**src/rtl/burst_pkg.sv**
```systemverilog
package burst_pkg;

  // decoded command handed from control to datapath; at most one bit is set
  typedef struct packed {
    logic doReplay;
    logic doLoad;
    logic doStep;
  } cmdStrobes_t;

endpackage

```
**src/rtl/burst_ctl.sv**
```systemverilog
module burst_ctl
  import burst_pkg::*;
(
  input  logic        strobeN,
  input  logic        advanceN,
  input  logic        replayN,
  output cmdStrobes_t cmd
);

  logic wantReplay;
  logic wantLoad;
  logic wantStep;

  assign wantReplay = ~replayN;
  assign wantLoad   = ~strobeN;
  assign wantStep   = ~advanceN;

  // fixed priority: replay, then load, then step
  always_comb begin
    cmd = '0;
    if (wantReplay)
      cmd.doReplay = 1'b1;
    else if (wantLoad)
      cmd.doLoad = 1'b1;
    else if (wantStep)
      cmd.doStep = 1'b1;
  end

endmodule

```
**src/rtl/burst_dp.sv**
```systemverilog
module burst_dp
  import burst_pkg::*;
#(
  parameter int ADDR_W = 13
) (
  input  logic              clk,
  input  logic              rstN,
  input  cmdStrobes_t       cmd,
  input  logic [ADDR_W-1:0] extAddr,
  output logic [ADDR_W-1:0] curAddr,
  output logic              wrapPulse
);

  localparam logic [ADDR_W-1:0] TOP_ADDR = {ADDR_W{1'b1}};

  logic [ADDR_W-1:0] countQ;
  logic [ADDR_W-1:0] shadowQ;
  logic [ADDR_W-1:0] countD;
  logic              atTop;
  logic              wrapD;

  assign atTop = (countQ == TOP_ADDR);

  always_comb begin
    countD = countQ;
    wrapD  = 1'b0;
    if (cmd.doReplay)
      countD = shadowQ;
    else if (cmd.doLoad)
      countD = extAddr;
    else if (cmd.doStep) begin
      countD = countQ + 1'b1;
      wrapD  = atTop;
    end
  end

  always_ff @(posedge clk or negedge rstN) begin
    if (!rstN) begin
      countQ    <= '0;
      shadowQ   <= '0;
      wrapPulse <= 1'b0;
    end else begin
      countQ    <= countD;
      wrapPulse <= wrapD;
      if (cmd.doLoad)
        shadowQ <= extAddr;
    end
  end

  assign curAddr = countQ;

endmodule

```
**src/rtl/burst_addr_gen.sv**
```systemverilog
module burst_addr_gen
  import burst_pkg::*;
#(
  parameter int ADDR_W = 13
) (
  input  logic              clk,
  input  logic              rstN,
  input  logic [ADDR_W-1:0] extAddr,
  input  logic              strobeN,
  input  logic              advanceN,
  input  logic              replayN,
  output logic [ADDR_W-1:0] curAddr,
  output logic              wrapPulse
);

  cmdStrobes_t cmd;

  burst_ctl u_ctl (
    .strobeN (strobeN),
    .advanceN(advanceN),
    .replayN (replayN),
    .cmd     (cmd)
  );

  burst_dp #(.ADDR_W(ADDR_W)) u_dp (
    .clk      (clk),
    .rstN     (rstN),
    .cmd      (cmd),
    .extAddr  (extAddr),
    .curAddr  (curAddr),
    .wrapPulse(wrapPulse)
  );

endmodule

```
**config.mk**
```make
export PLATFORM = sky130hd
export DESIGN_NAME = burst_addr_gen
export DESIGN_NICKNAME = d
export VERILOG_FILES = /design/src/rtl/burst_pkg.sv /design/src/rtl/burst_ctl.sv /design/src/rtl/burst_dp.sv /design/src/rtl/burst_addr_gen.sv
export SDC_FILE = /design/constraint.sdc
export NUM_CORES = 1
export LEC_CHECK = 0
export ABC_CLOCK_PERIOD_IN_PS = 3670
export CORE_MARGIN = 1.5
export CORE_UTILIZATION = 45
export DETAILED_ROUTE_END_ITERATION = 8
export HOLD_SLACK_MARGIN = 0.06
export PLACE_DENSITY = 0.72
export SYNTH_ARGS = -nofsm -noshare
export SYNTH_HDL_FRONTEND = slang
export SYNTH_SLANG_ARGS = --single-unit
```
**constraint.sdc**
```tcl
create_clock -name clk -period 3.67 [get_ports clk]
set_clock_uncertainty 0.2 [all_clocks]
set_input_delay 0.734 -clock clk [delete_from_list [all_inputs] [get_ports clk]]
set_output_delay 0.734 -clock clk [all_outputs]
set_load 0.05 [all_outputs]
```
After elaboration in Yosys (flattened, before gate mapping)
Cells that the tools add are included.
Storage, ports and cells
  register bits after elaboration: 27
  latch bits: 0
  memory bits (writable): 0
  ROM bits: 0
  input port bits: 18
  output and inout bits: 14
  word-level logic and storage cells: 16
  memories kept: 0
Cells by class
  add/sub/neg operators: 1
  multipliers: 0
  div/mod/pow operators: 0
  $lt $le $gt $ge: 0
  eq/ne operators: 2
  shift operators: 0
  mux-type cells: 10
  bitwise logic cells: 0
  reductions and logical operators: 0
Operators with widths (number)
  $mux W13: 3
  $add A13 B1 Y13 const B: 1
  $eq A13 B13 Y1 const B: 1
  $mux W1: 6
  $ne A3 B1 Y1 const B: 1
  $mux W2: 1

Depth between registers and ports, before layout
Gate-level depths: netlist of the first run.
  depth in word-level cells: 6
  gate-level depth with buffers: 5
  mapped depth without buffers: 5

Hierarchy
From an unflattened synthesis of the first run, not the netlist that was laid out.
Unflattened totals
  cell total of the unflattened synthesis: 174
  area, all modules: 1502.7 um^2
By module, submodules not included
  burst_dp: times used 1, cells an instance 171, area each 1483.9 um^2, seq. area each 675.6 um^2
  burst_ctl: times used 1, cells an instance 3, area each 18.8 um^2, seq. area each 0.0 um^2

Worst setup path before layout of the first run
OpenSTA, ideal clock, no wires.
  path type: register to register
  from: register u_dp.countQ[0], in the netlist u_dp.curAddr[0]
  to: register u_dp.countQ[12], in the netlist u_dp.curAddr[12]
  setup time: 131 ps
  arrival: 1692 ps
  data required time: 3339 ps
  setup slack: 1647 ps
  stages on the path, launching flop included: 6
  buffers on the path: 0
  cells stage by stage: dfrtp_1 -> ha_1 -> nand4b_2 -> nor4_4 -> xnor2_1 -> o221ai_2
Between the ends
  longest elaborated chain between the ends: 4
Ends and longest elaborated chain
  start, declared: RTL line burst_dp.sv:16  | logic [ADDR_W-1:0] countQ;
  start signal, assigned: RTL line burst_dp.sv:43  | countQ <= countD;
  $add A13 B1 Y13: RTL line burst_dp.sv:32  | countD = countQ + 1'b1;
  $mux W13: RTL line burst_dp.sv:31  | else if (cmd.doStep) begin
  $mux W13: RTL line burst_dp.sv:29  | else if (cmd.doLoad)
  $mux W13: RTL line burst_dp.sv:27  | if (cmd.doReplay)
Every way passes these cells. The select of a mux whose other input is x is not followed.
A chain may end at the register's enable or synchronous reset.

Final worst setup path of the first run
  from: register u_dp.countQ[6], in the netlist u_dp.curAddr[6]
  to: output curAddr[6]
RTL lines
  end, declared: RTL line burst_addr_gen.sv:12  | output logic [ADDR_W-1:0] curAddr,
No word-level cell between the ends.

==> qor.yml, run 1 <==
status: "completed"
hp-class: "reg -> reg"
crit_chain: "clkdlybuf4s50_1"
rr_worst_depth: 5
ys_ff_latch: 27
final_cells: 239
synth_flop_cell: "dfrtp_1"
dp_hpwl_mm: 2.54
yosysMostFrequentCell: "nand2_1"
r2r_start: "u_dp.curAddr[0]"
ant_nets: 0
synth-simple-area-share_pct: 29.6
ctsHoldBuffers: 0
gr-usage-all-layers_pct: 20.2
synth_top_area_share_pct: 45.1
synth_fa_ha_area_share_pct: 0.835
die_h_um: 60.7
fmax_mhz: 379
p_leak_nw: 0.805
dpl.cell_count: 235
r2r_setup_slack_ps: 1810
drc: 0
synth_cells: 164
grt_pass1_vias: 1296
wl_per_cell_um: 14.1
power-per-cell-area_nw_per_um2: 399
place_area_um2: 1850
synth_seq_area_share_pct: 45.1
start_util_pct: 48.3
cts.clk_slew.worst_paths_ps: 150
crit_family: "buffers and inverters"
r2r_end: "u_dp.curAddr[12]"
post-route-period-util_pct: 72.0
avgSynthCellArea_um2: 9.13
worst_slack_ps: 1030
routabilityCongestion: 0.839
drv_cap: 0
drtPass1Iterations: 4
synth-edff-count: 0
synth_compound_area_share_pct: 15.3
crit_slowest_cell: "clkdlybuf4s50_1"
tightest_slew_ps: 503
die-area_um2: 3680
cts_setup_buffers: 0
place.port_buffers: 31
holdPathEnd: "u_dp.shadowQ[2]"
cts.repair.resized: 0
clkLatencyLatePin_ps: 330
drt_iter0_drc: 39
setup.worst_path.start: "u_dp.curAddr[6]"
grt_overflow: 0
die_width_um: 60.7
yosys-top-cells-area: "dfrtp_1 (45%), nand2_1 (10%), a21oi_1 (3.3%), o21ai_0 (3.3%), xnor2_1 (2.9%)"
required_ps: 2740
finalCriticalPeriod_ps: 2640
cts.sinks: 27
vias: 1306
hold_depth: 2
yosys-top-cells-count: "nand2_1 (40), dfrtp_1 (27), a21oi_1 (10), o21ai_0 (10)"
critPathBufInv: 1
synthToLayoutAreaGrowth_pct: 25.6
numCtsBuffers: 3
drive_gt1_share_pct: 10.8
async_reset_ff_share_pct: 100
cp.arrival_ps: 1710
clock-root-buffer: "clkbuf_4"
synth_cell_types: 44
synthXorXnorAreaFrac_pct: 2.92
design_area_um2: 1880
grt_max_degree: 28
fin_nets: 215
hold_start: "u_dp.shadowQ[2]"
synth_top_family_by_area: "simple AND/OR/NAND/NOR gates"
finalHoldViolations: 0
crit_path_max_incr_delay_ps: 860
postRouteWirelength_mm: 3.37
tns_ps: 0
crit_fanout: 6
vias_per_cell: 5.46
cts_tree: "yes"
dp_slack_ps: 1010
grt_pass1_wl_mm: 5.65
antenna_found_initial: 0
yosys_warnings: 0
rows: 20
synth_area_um2: 1500
yosys.area.top_type: "dfrtp_1"
critPathCaptureType: "output port"
rsz0062_at_grt: "no"
finalMaxSlewViolations: 0
synth_mux_area_share_pct: 2.09
cp-start-kind: "flip-flop"
irDropWorstVdd_mv: 0.241
cts_buffer_depth: 2
slew_headroom_pct: 66.3
top_level_ports: 32
synth_nets: 183
antenna_cells: 0
cts-htree-levels: 1
criticalPathCategory: "reg -> out"
setup_viol: 0
core_um2: 3100
[logic make-up (layout without fill, tap and decap cells)]
kind of cell	Yosys count	after routing
AO/OA/AOI/OAI	34	34
XOR/XNOR	5	5
adder cells (fa/ha/maj)	1	1
buffers and inverters	14	45
flip-flops	27	27
multiplexers	3	3
AND/OR/NAND/NOR	80	80
[where the power goes]
part           switching (mW)  internal, mW  total [mW]
registers              0.0430         0.335       0.378
logic                   0.143        0.0986       0.242
clock network          0.0901        0.0409       0.131
[metal layers]
metal / part of all wire (%) / vias up / track usage, %
li1: - / 632 / -
met1: 49 / 636 / 28.2
met2: 47 / 34 / 33.0
met3: 3.4 / 4 / 2.56
met4: 0.80 / 0 / 5.90
met5: 0 / - / 0
[registers in the layout (all words and copies together) (netlist names)]
register / cells
u_dp.curAddr: 13
u_dp.shadowQ: 13
u_dp.wrapPulse: 1
[metrics by stage]
stage / utilization (%) / hold WS [ps] / power (mW)
finish: 60.6 / 289 / 0.751
global route: 60.6 / 312 / 0.790
CTS: 60.6 / 293 / 0.757
detailed placement: 59.7 / 259 / 0.626
global placement: 59.7 / 255 / 0.622
floorplan: - / 238 / 0.533
[cells in the final DEF (no fill, tap or decap), types with 2 or more instances in the layout]
| cell type | Yosys | final |
|---|---|---|
| nand4_1 | 2 | 2 |
| o221ai_2 | 2 | 2 |
| o21a_1 | 2 | 2 |
| clkbuf_4 | 0 | 3 |
| buf_4 | 1 | 4 |
| a21oi_1 | 10 | 10 |
| inv_1 | 6 | 6 |
| a2bb2oi_1 | 3 | 3 |
| o31ai_1 | 2 | 2 |
| clkdlybuf4s50_1 | 0 | 31 |
| nand2b_1 | 4 | 4 |
| nor2b_1 | 6 | 6 |
| nor3_1 | 2 | 2 |
| nor2_1 | 4 | 4 |
| nand3_1 | 5 | 5 |
| dfrtp_1 | 27 | 27 |
| nand2_1 | 40 | 40 |
| mux2i_1 | 2 | 2 |
| o21ai_0 | 10 | 10 |
| xnor2_1 | 5 | 5 |
[how the worst max path moves through the flow]
stage	depth (start not counted)	slack, ps	end
finish	1	1030	curAddr[6]
detailed placement	5	1010	u_dp.curAddr[12]
global placement	5	1080	u_dp.curAddr[12]
floorplan	5	1650	u_dp.curAddr[12]
global route	1	960	curAddr[6]
CTS	1	1010	curAddr[6]
[area by class of cell]
type                    count  area (µm²)
well taps                  44        55.1
clock buffers               3        22.5
fillers                   295        1220
flip-flops and latches     27         676
multi-input cells         123         759
inverters                   6        22.5
repair buffers             35         340
clock inverters             1        5.00
(Power assumes the default switching activity.)
==> run 2: changes to the inputs <==
ABC_CLOCK_PERIOD_IN_PS = 2110   (was 3670)
PLACE_DENSITY = 0.75   (was 0.72)
clock period = 2.11 ns   (was 3.67 ns; I/O delays follow)
==> run 2 against run 1 <==
  * Die area unchanged
  * Register-to-register slack got worse by 1600 ps
  * Final cell count increased by 1.7%
  * Non-clock buffer count increased by 4
  * Sequential cell count unchanged
  * Via count increased by 1.8%
==> qor.yml, run 2 (synthesized netlist as in run 1, its figures left out) <==
ant_nets: 0
p_int_mw: 0.823
required_ps: 2110
post-route-period-util_pct: 89.0
drv_cap: 0
fill_cells: 296
slew_headroom_pct: 67.2
tightest_slew_ps: 495
drive_gt1_share_pct: 19.1
start_util_pct: 48.3
fin_nets: 219
drtPass1Iterations: 4
cts_setup_buffers: 0
setup.worst_path.start: "u_dp.curAddr[1]"
finalHoldViolations: 0
grt_pass1_wl_mm: 5.82
rsz0062_at_grt: "no"
grt_max_degree: 28
core_um2: 3100
status: "completed"
power_frac_comb_pct: 32.7
mostFrequentLayoutCells: "nand2_1 (40), dfrtp_1 (27), buf_4 (20), clkdlybuf4s50_1 (17)"
drt_iter0_drc: 81
r2r_setup_slack_ps: 230
clock-root-buffer: "clkbuf_4"
rows: 20
p_leak_nw: 0.847
cts_tree: "yes"
die_h_um: 60.7
grt_pass1_vias: 1276
antenna_found_initial: 0
cts.sinks: 27
die-area_um2: 3680
routabilityCongestion: 0.854
synthToLayoutAreaGrowth_pct: 26.3
wl_per_cell_um: 14.5
criticalPathCategory: "reg -> reg"
cts-htree-levels: 1
finalCriticalPeriod_ps: 1880
gr-usage-all-layers_pct: 21.4
r2r_start: "u_dp.curAddr[1]"
hp-class: "in -> async"
final_util_pct: 61.0
grt_overflow: 0
power-per-cell-area_nw_per_um2: 691
antenna_cells: 0
p_clk_share_pct: 17.1
drc: 0
final_common_cell: "nand2_1"
tns_ps: 0
finalMaxSlewViolations: 0
cp-start-kind: "flip-flop"
cts.clk_slew.worst_paths_ps: 150
switchingPower_mw: 0.485
numCtsBuffers: 3
dpl.cell_count: 239
vias_per_cell: 5.47
vias: 1330
crit_fanout: 6
top_level_ports: 32
final_cells: 243
cp.arrival_ps: 1880
switching_share_pct: 37.1
setup_viol: 0
critPathCaptureType: "flip-flop"
fmax_mhz: 533
die_width_um: 60.7
place.port_buffers: 31
clkLatencyLatePin_ps: 320
p_seq_share_pct: 50.1
dp_hpwl_mm: 2.74
cts_buffer_depth: 2
irDropWorstVdd_mv: 0.513
postRouteWirelength_mm: 3.51
-- run 2: cell count changes in the layout (fill, tap and decap cells not counted) --
cell,previous run,this run
clkinv_2,1,0
buf_12,0,1
dlygate4sd2_1,0,1
clkdlybuf4s50_1,31,17
clkinvlp_4,0,1
buf_4,4,20
-- run 2: worst paths after layout --
kind,endpoint,cells after the start
max,u_dp.curAddr[12],5
min,u_dp.shadowQ[6],2
max reg2reg,u_dp.curAddr[12],5
min reg2reg,u_dp.shadowQ[2],2
max in group asynchronous,u_dp.curAddr[3],2
min in group clk,u_dp.shadowQ[2],2
-- run 2: metal layers --
metal / GRT usage (%) / share of wire, % / routed length, µm
met3: 2.35 / 6.2 / 218
met1: 28.0 / 43 / 1500
met5: 0 / 0 / 0
met4: 7.76 / 0.80 / 28
met2: 36.7 / 50 / 1770
-- run 2: per-stage QoR --
step	instance area [µm²]	power [mW]	worst slack [ps]	hold WS, ps
finish	1890	1.31	233	254
detailed placement	1860	1.10	1.36	259
CTS	1890	1.32	228	251
global route	1890	1.39	152	256
global placement	1860	1.08	53.2	251
floorplan	1500	0.927	86.8	-73.6
-- run 2: power by group through the flow --
| stage | logic, mW | registers (mW) | clock network, mW |
|---|---|---|---|
| finish | 0.428 | 0.656 | 0.224 |
| global route | 0.461 | 0.667 | 0.261 |
| CTS | 0.432 | 0.656 | 0.237 |
| detailed placement | 0.431 | 0.666 | 0 |
| floorplan | 0.157 | 0.770 | 0 |
| global placement | 0.419 | 0.661 | 0 |
-- run 2: repair_timing --
action	in CTS	in global routing
resized for setup	1	0
hold buffers	0	0
setup endpoints to repair	1	0
-- run 2: cell type report --
cell class	count	area (µm²)	share of cell area [%]
inverter	6	22.5	1.19
multi-input combinational	123	759	40.1
tap	44	55.1	2.91
timing repair buffer	39	349	18.5
clock buffer	3	22.5	1.19
sequential	27	676	35.7
clock inverter	1	7.51	0.397
-- run 2: worst max-delay path, cell delays in order, from the launching register on --
cell      delay, ps
dfrtp_1         490
ha_1            290
nand4b_2        180
nor4_4          320
xnor2_1         170
o221ai_2        110
